[src/rtl/lvl_pkg.sv]
// Package: shared helpers for the symbol-level tracking meter.
// Assumes codes are unsigned and saturate at both ends of their range.
package lvl_pkg;

    // Saturating one-step move of an unsigned code of width w.
    function automatic logic [15:0] sat_step(input logic [15:0] code,
                                             input logic up,
                                             input int unsigned w);
        logic [15:0] top;
        top = (16'd1 << w) - 16'd1;
        if (up)
            sat_step = (code >= top) ? top : code + 16'd1;
        else
            sat_step = (code == 16'd0) ? 16'd0 : code - 16'd1;
    endfunction

endpackage

[src/rtl/lvl_gate.sv]
// Module: lvl_gate
// Decides, per slow-clock cycle, whether the comparator sample counts
// toward the measurement, and detects a change of the tracked level.
// Assumes lvl_sel and cond_bit are already synchronous to clk.
module lvl_gate (
    input  logic clk,
    input  logic rst_n,
    input  logic meter_en,
    input  logic lvl_sel,
    input  logic cond_bit,
    output logic sel_chg,
    output logic upd
);

    logic sel_prev;

    // Remember the level select of the previous edge.
    always_ff @(posedge clk) begin
        if (!rst_n) sel_prev <= lvl_sel;
        else        sel_prev <= lvl_sel;
    end

    // Qualify a sample: enabled, no level change, data bit matches level.
    always_comb begin
        sel_chg = (lvl_sel != sel_prev);
        upd     = meter_en && !sel_chg && (cond_bit == lvl_sel);
    end

    AST_SEL_BLOCKS_UPD: assert property (@(posedge clk) disable iff (!rst_n)
        (lvl_sel != sel_prev) |-> !upd);

endmodule

[src/rtl/lvl_stepper.sv]
// Module: lvl_stepper
// Holds the DAC threshold code and moves it one saturating step per
// qualified sample; a clear request restores mid-scale.
// Assumes clr and upd are never both acted on (clr wins).
module lvl_stepper
    import lvl_pkg::*;
#(
    parameter int unsigned CODE_W = 5
) (
    input  logic              clk,
    input  logic              rst_n,
    input  logic              clr,
    input  logic              upd,
    input  logic              up,
    output logic [CODE_W-1:0] code,
    output logic [CODE_W-1:0] code_nxt
);

    localparam logic [CODE_W-1:0] MID   = CODE_W'(1 << (CODE_W - 1));
    localparam logic [CODE_W-1:0] TOPC  = {CODE_W{1'b1}};

    logic [CODE_W-1:0] code_q;
    logic [15:0]       stepped;

    // Next code: clear to mid-scale, step, or hold.
    always_comb begin
        stepped = sat_step(16'(code_q), up, CODE_W);
        if (clr)      code_nxt = MID;
        else if (upd) code_nxt = stepped[CODE_W-1:0];
        else          code_nxt = code_q;
    end

    // Code register.
    always_ff @(posedge clk) begin
        if (!rst_n) code_q <= MID;
        else        code_q <= code_nxt;
    end

    assign code = code_q;

    AST_STEP_ONE: assert property (@(posedge clk) disable iff (!rst_n)
        !clr |=> (code_q == $past(code_q)) || (code_q == $past(code_q) + 1'b1)
                 || (code_q == $past(code_q) - 1'b1));
    AST_NO_OVERFLOW: assert property (@(posedge clk) disable iff (!rst_n)
        (!clr && upd && up && code_q == TOPC) |=> (code_q == TOPC));
    AST_NO_UNDERFLOW: assert property (@(posedge clk) disable iff (!rst_n)
        (!clr && upd && !up && code_q == '0) |=> (code_q == '0));

endmodule

[src/rtl/lvl_report.sv]
// Module: lvl_report
// Counts qualified samples and, on every UPD_PER_REPORT-th one, latches
// the freshly stepped code as the reading with a one-cycle strobe.
// Assumes code_nxt is the code the stepper will hold after this edge.
module lvl_report #(
    parameter int unsigned CODE_W         = 5,
    parameter int unsigned UPD_PER_REPORT = 32
) (
    input  logic              clk,
    input  logic              rst_n,
    input  logic              clr,
    input  logic              upd,
    input  logic [CODE_W-1:0] code_nxt,
    output logic [CODE_W-1:0] meter_q,
    output logic              meter_vld
);

    localparam int unsigned CNT_W = (UPD_PER_REPORT > 2) ? $clog2(UPD_PER_REPORT) : 1;
    localparam logic [CNT_W-1:0] LAST = CNT_W'(UPD_PER_REPORT - 1);

    logic [CNT_W-1:0] cnt;
    logic             last_upd;

    // The sample that completes a window.
    always_comb last_upd = upd && !clr && (cnt == LAST);

    // Sample counter: cleared on level change, wraps after a window.
    always_ff @(posedge clk) begin
        if (!rst_n || clr)  cnt <= '0;
        else if (last_upd)  cnt <= '0;
        else if (upd)       cnt <= cnt + 1'b1;
    end

    // Reading register and strobe.
    always_ff @(posedge clk) begin
        if (!rst_n) begin
            meter_q   <= '0;
            meter_vld <= 1'b0;
        end else begin
            meter_vld <= last_upd;
            if (last_upd) meter_q <= code_nxt;
        end
    end

    AST_VLD_SINGLE: assert property (@(posedge clk) disable iff (!rst_n)
        meter_vld |=> !meter_vld);
    AST_READING_HELD: assert property (@(posedge clk) disable iff (!rst_n)
        !last_upd |=> $stable(meter_q));

endmodule

[src/rtl/rx_level_meter.sv]
// Module: rx_level_meter (top)
// Data-conditioned tracking meter: steps a DAC code from comparator
// decisions on samples whose concurrent data bit equals the selected
// symbol level, and reports the code every UPD_PER_REPORT such samples.
// Assumes clk is the slow meter clock and all inputs are synchronous.
module rx_level_meter #(
    parameter int unsigned CODE_W         = 5,
    parameter int unsigned UPD_PER_REPORT = 32
) (
    input  logic              clk,
    input  logic              rst_n,
    input  logic              meter_en,
    input  logic              lvl_sel,
    input  logic              cmp_hi,
    input  logic              cond_bit,
    output logic [CODE_W-1:0] dac_code,
    output logic [CODE_W-1:0] meter_q,
    output logic              meter_vld
);

    localparam logic [CODE_W-1:0] MID = CODE_W'(1 << (CODE_W - 1));

    logic              sel_chg;
    logic              upd;
    logic [CODE_W-1:0] code_nxt;

    lvl_gate u_gate (
        .clk      (clk),
        .rst_n    (rst_n),
        .meter_en (meter_en),
        .lvl_sel  (lvl_sel),
        .cond_bit (cond_bit),
        .sel_chg  (sel_chg),
        .upd      (upd)
    );

    lvl_stepper #(.CODE_W(CODE_W)) u_step (
        .clk      (clk),
        .rst_n    (rst_n),
        .clr      (sel_chg),
        .upd      (upd),
        .up       (cmp_hi),
        .code     (dac_code),
        .code_nxt (code_nxt)
    );

    lvl_report #(.CODE_W(CODE_W), .UPD_PER_REPORT(UPD_PER_REPORT)) u_rep (
        .clk       (clk),
        .rst_n     (rst_n),
        .clr       (sel_chg),
        .upd       (upd),
        .code_nxt  (code_nxt),
        .meter_q   (meter_q),
        .meter_vld (meter_vld)
    );

    AST_MISMATCH_HOLDS: assert property (@(posedge clk) disable iff (!rst_n)
        (meter_en && !sel_chg && cond_bit != lvl_sel) |=> $stable(dac_code));
    AST_DISABLED_HOLDS: assert property (@(posedge clk) disable iff (!rst_n)
        (!meter_en && !sel_chg) |=> ($stable(dac_code) && !meter_vld));
    AST_MID_ON_SEL: assert property (@(posedge clk) disable iff (!rst_n)
        sel_chg |=> (dac_code == MID && !meter_vld));

endmodule

[config.mk]
export PLATFORM = sky130hd
export DESIGN_NAME = rx_level_meter
export DESIGN_NICKNAME = d
export VERILOG_FILES = /design/src/rtl/lvl_pkg.sv /design/src/rtl/lvl_gate.sv /design/src/rtl/lvl_stepper.sv /design/src/rtl/lvl_report.sv /design/src/rtl/rx_level_meter.sv
export SDC_FILE = /design/constraint.sdc
export NUM_CORES = 1
export LEC_CHECK = 0
export ABC_AREA = 1
export BUFFER_PORTS_ARGS = -buffer_cell sky130_fd_sc_hd__buf_2
export CORE_AREA = 2 2 49 51
export DETAILED_ROUTE_END_ITERATION = 8
export DIE_AREA = 0 0 51 53
export PLACE_DENSITY_LB_ADDON = 0.08
export SKIP_LAST_GASP = 1
export SYNTH_ARGS = -nofsm -noshare
export SYNTH_HDL_FRONTEND = slang
export SYNTH_SLANG_ARGS = --single-unit
[constraint.sdc]
create_clock -name clk -period 3.48 [get_ports clk]
set_clock_uncertainty 0.05 [all_clocks]
set_input_delay 0.174 -clock clk [delete_from_list [all_inputs] [get_ports clk]]
set_output_delay 0.174 -clock clk [all_outputs]
set_load 0.005 [all_outputs]
; Word level (Yosys, flattened, before mapping)
; Index checks and enable logic that the tools add are counted.
[word_totals]
wordCells = 26
regBits = 17
output_inout_bits = 11
in_bits = 6
[classes]
n_lt_le_gt_ge = 1
mux = 5
n_eq_ne = 3
n_addsub = 3
reduce_logical = 9
[op_table]
columns = operator, count
row1 = two-way mux 5 bit, 5
row2 = adder 5 x 1 -> 5 bit (second input constant), 2
row3 = == test 5 bit (second input constant), 1
row4 = >= comparator 5 bit (second input constant), 1
row5 = logical NOT 5 bit, 1
row6 = subtractor 5 x 1 -> 5 bit (second input constant), 1
row7 = logical AND 1 bit, 4
row8 = logical NOT 1 bit, 2
row9 = OR reduction 2 bit, 1
row10 = == test 1 bit, 1
row11 = logical OR 1 bit, 1
row12 = inequality test 1 bit, 1

; Longest topological paths before layout
[logic_depth]
ltp_word = 7
ltp_mapped = 10
mapped_depth_nobuf = 10

; By module
; Synthesis repeated with hierarchy kept, for this count alone.
[hier_totals]
cells_unflattened = 149
area_unflattened_um2 = 1033.5
[by_module_without_submodules]
columns = module, n_inst, seq_area_each_um2, area_each_um2, cells_per_inst
row1 = lvl_report, 1, 220.2, 495.5, 61
row2 = lvl_stepper, 1, 100.1, 476.7, 76
row3 = lvl_gate, 1, 20.0, 61.3, 12

; Worst setup path before layout
; Ideal clock, no wire load.
[synth_timing]
kind = reg2reg
startpoint = register u_step.code_q[1] (netlist: u_step.code[1])
endpoint = register u_rep.meter_q[4]
setup_time_ns = 0.117
n_path_buf = 0
synth_period_minus_slack_ns = 1.540
path_stages_with_launch = 10
t_arrival_ns = 1.373
setup_slack_ns = 1.940
cell_sequence = dfxtp_1 > ha_1 > nand2_1 > nor2_1 > ha_1 > o21bai_1 > o21ai_0 > nand2_1 > nor2_1 > nor2_1
[synth_via]
elab_chain_cells = 5
word_cells_on_any_way = 9
[synth_rtl]
columns = element, line_no
row1 = from (decl), lvl_stepper.sv:22  ; logic [CODE_W-1:0] code_q;
row2 = from (signal assigned), lvl_stepper.sv:36  ; else code_q <= code_nxt;
row3 = subtractor 5 x 1 -> 5 bit (tied with other cells), lvl_pkg.sv:14  ; sat_step = (code == 16'd0) ? 16'd0 : code - 16'd1;
row4 = "two-way mux 5 bit, on equally long branches", "lvl_pkg.sv:14, lvl_pkg.sv:12"
row5 = two-way mux 5 bit (*), lvl_pkg.sv:11  ; if (up)
row6 = two-way mux 5 bit (*), lvl_stepper.sv:29  ; else if (upd) code_nxt = stepped[CODE_W-1:0];
row7 = two-way mux 5 bit (*), lvl_stepper.sv:28  ; if (clr) code_nxt = MID;
row8 = to (signal assigned), lvl_report.sv:41  ; if (last_upd) meter_q <= code_nxt;
row9 = to (decl), lvl_report.sv:14  ; output logic [CODE_W-1:0] meter_q,
; Every way passes the cells marked *; elsewhere a longest branch is shown, timed or not.
; A chain may end at the register's enable or synchronous reset.

; Worst setup path after layout
[layout_timing]
startpoint = register u_step.code_q[1] (netlist: u_step.code[1])
endpoint = register u_rep.meter_q[1]
[layout_via]
elab_chain_cells = 5
word_cells_on_any_way = 9
[layout_rtl]
columns = element, line_no
row1 = subtractor 5 x 1 -> 5 bit (tied with other cells), lvl_pkg.sv:14
row2 = "two-way mux 5 bit, on equally long branches", "lvl_pkg.sv:14, lvl_pkg.sv:12"
row3 = two-way mux 5 bit, lvl_pkg.sv:11
row4 = two-way mux 5 bit (*), lvl_stepper.sv:29
row5 = two-way mux 5 bit (*), lvl_stepper.sv:28
; Marks and branches as above.

==> results.ini <==
[yosys]
ys_seq_elements = 17
synthTopCellsByArea = dfxtp_1, nand2_1, nor2_1, ha_1, inv_1
synth_commonest_cells = nand2_1, nor2_1, dfxtp_1, inv_1, nand3_1
synth.cell_area_um2 = 906
ys_seq_area_share_pct = 37.6
yosysTopAreaCellShare_pct = 37.6
synth_top_area_cell = dfxtp_1
async_flop_share_pct = 0
synth_most_common_cell = nand2_1
ys_types = 23
yosysWarnings = 0
synth-edff-count = 0
ys_dominant_reg_cell = dfxtp_1
syn-num-nets = 142
syn_avg_cell_area_um2 = 6.92
synthCells = 131

[final_layout]
antenna_cells = 0
fin_nets = 162
fin_cells = 178
area_growth_pct = 14.9
regArea_um2 = 340
nFillCells = 235
drive_gt1_share_pct = 16.0
multi_input_area_um2 = 489

[setup_path]
crit_arrival_ns = 1.90
rr_startpoint = u_step.code[1]
crit_path_max_incr_delay_ns = 0.38
crit_chain = ha_1, nand2_1, nor2_1, ha_1, o21bai_1, o31ai_1, o21ai_0
startpoint_type = flip-flop
end_kind = flip-flop
r2r_end = u_rep.meter_q[1]
crit_path_frequent_cell = ha_1
cp_slowest_cell = dfxtp_1
path_delay_family = compound AO/OA/AOI/OAI gates
ff2ff_path_depth = 7
crit_buf_inv = 0
path_max_fanout = 7
r2r_slack_ns = 1.71
cp.required_ns = 3.60
worstSetupPathType = reg2reg

[global_route]
grt_overflow = 0
grt_pass1_wl_um = 3440
grt_usage_pct = 17.4
grt_pass1_vias = 762
grt_max_degree = 12
antenna_found_initial = 0

[timing]
setup_viol = 0
slew_headroom_pct = 73.3
fmax_ghz = 0.565
fin_hold_ws_ns = 0.0902
hold_viol = 0
fin_setup_tns_ns = 0
min_period_ns = 1.77
rsz0062_at_grt = false
tightest_slew_ns = 0.397
fin_crit_sh_pct = 50.9
slew_violations = 0

[clock_tree]
numCtsBuffers = 3
cts_root_buffer = clkbuf_4
clock_sinks = 17
cts_tree = built
clk_path_buf_depth = 2
htreeDepth = 1
clkTransAtPathRegs_ns = 0.09
clk_latency_ns = 0.29
cts_setup_buffers = 0

[floorplanning]
io_pins = 17
die_x_um = 51
core_um2 = 2150
rows = 17
fp.dieH_um = 53
dieArea_um2 = 2700
initial_utilization_pct = 42.2

[flow_run]
drv_cap = 0

[placed_design]
place.gp.congestion = 0.869
portBuffers = 16
hpwl_um = 1520
dp.cells = 173

[min_path]
hold_path_class = in2reg
whs_path_depth = 2
holdCritStartpoint = rst_n
hold_end = u_step.code[4]

[route]
drcViolationCount = 0
top_layer_used = met4
wl_met2_um = 884
drt-total-wl_um = 2000
dr.pass1.iters = 4
wl_met3_um = 97
wl_met1_um = 971
routed_via_density = 4.88
via_count = 869
postRouteAntennaNets = 0
wl_per_cell_um = 11.2
drt_iter0_markers = 25

[power]
p_leak_uw = 0.000509
cellPowerDensity_nw_per_um2 = 336
ir_drop_mv = 0.226

[outcome]
status = complete, no violations

==> layer usage <==
layer | vias up | track usage [%]
li1 | 465 | -
met1 | 377 | 22.7
met2 | 22 | 27.5
met3 | 5 | 2.82
met4 | 0 | 9.46
met5 | - | 0
==> final cells by class <==
type / instances / area share (%)
Multi-Input combinational cell: 96 / 47.0
Sequential cell: 17 / 32.7
Timing Repair Buffer: 17 / 8.65
Inverter: 16 / 5.77
Tap cell: 28 / 3.37
Clock buffer: 4 / 2.52
==> flip-flops by register name, indices dropped and copies added (netlist names) <==
register         count
u_gate.sel_prev      1
u_rep.cnt            5
u_rep.meter_q        5
u_rep.meter_vld      1
u_step.code          5
==> cell families after synthesis <==
| kind of cell | synth area share (%) |
|---|---|
| adder cells (fa/ha/maj) | 6.91 |
| XOR/XNOR | 1.93 |
| buffers and inverters | 8.42 |
| AND/OR/NAND/NOR | 31.6 |
| flip-flops | 37.6 |
| AO/OA/AOI/OAI | 13.5 |
==> what timing repair did <==
item / 4_1_cts / 5_1_grt
hold buffers: 1 / 0
endpoints found under the setup margin: 0 / 0
endpoints found under the hold margin: 1 / 0
resized for setup: 0 / 0
==> power by group <==
group / internal [uW] / switching [uW] / total, uW
logic: 15.2 / 27.7 / 42.9
clock network: 44.7 / 61.1 / 106
registers: 197 / 4.00 / 201
==> stage by stage <==
step / cell area (um2) / setup WS [ns] / util (%) / power (uW)
global route: 1040 / 1.54 / 48.5 / 370
CTS: 1040 / 1.71 / 48.5 / 353
global placement: 1000 / 1.77 / 46.8 / 248
floorplan: 906 / 1.94 / - / 235
detailed placement: 1000 / 1.72 / 46.8 / 248
finish: 1040 / 1.71 / 48.5 / 350
==> worst max-delay path by stage <==
stage / slack, ns / cells past startpoint / from / end
finish: 1.71 / 7 / u_step.code[1] / u_rep.meter_q[1]
global placement: 1.77 / 7 / u_step.code[1] / u_rep.meter_q[1]
floorplan: 1.94 / 9 / u_step.code[1] / u_rep.meter_q[4]
CTS: 1.71 / 7 / u_step.code[1] / u_rep.meter_q[1]
detailed placement: 1.72 / 7 / u_step.code[1] / u_rep.meter_q[1]
global route: 1.54 / 9 / lvl_sel / u_rep.meter_q[1]
==> cell usage in the layout (no fill, tap or decap), drive strengths merged <==
cell / count
nand2: 30
nor2: 21
dfxtp: 17
buf: 16
inv: 16
nand3: 11
a21oi: 10
o21ai: 10
ha: 5
clkbuf: 4
xor2: 2
o21bai: 1
o211ai: 1
o31ai: 1
nand4: 1
nor3: 1
nor3b: 1
or2: 1
dlygate4sd3: 1
Note: power is estimated with default switching activity, not from simulation.
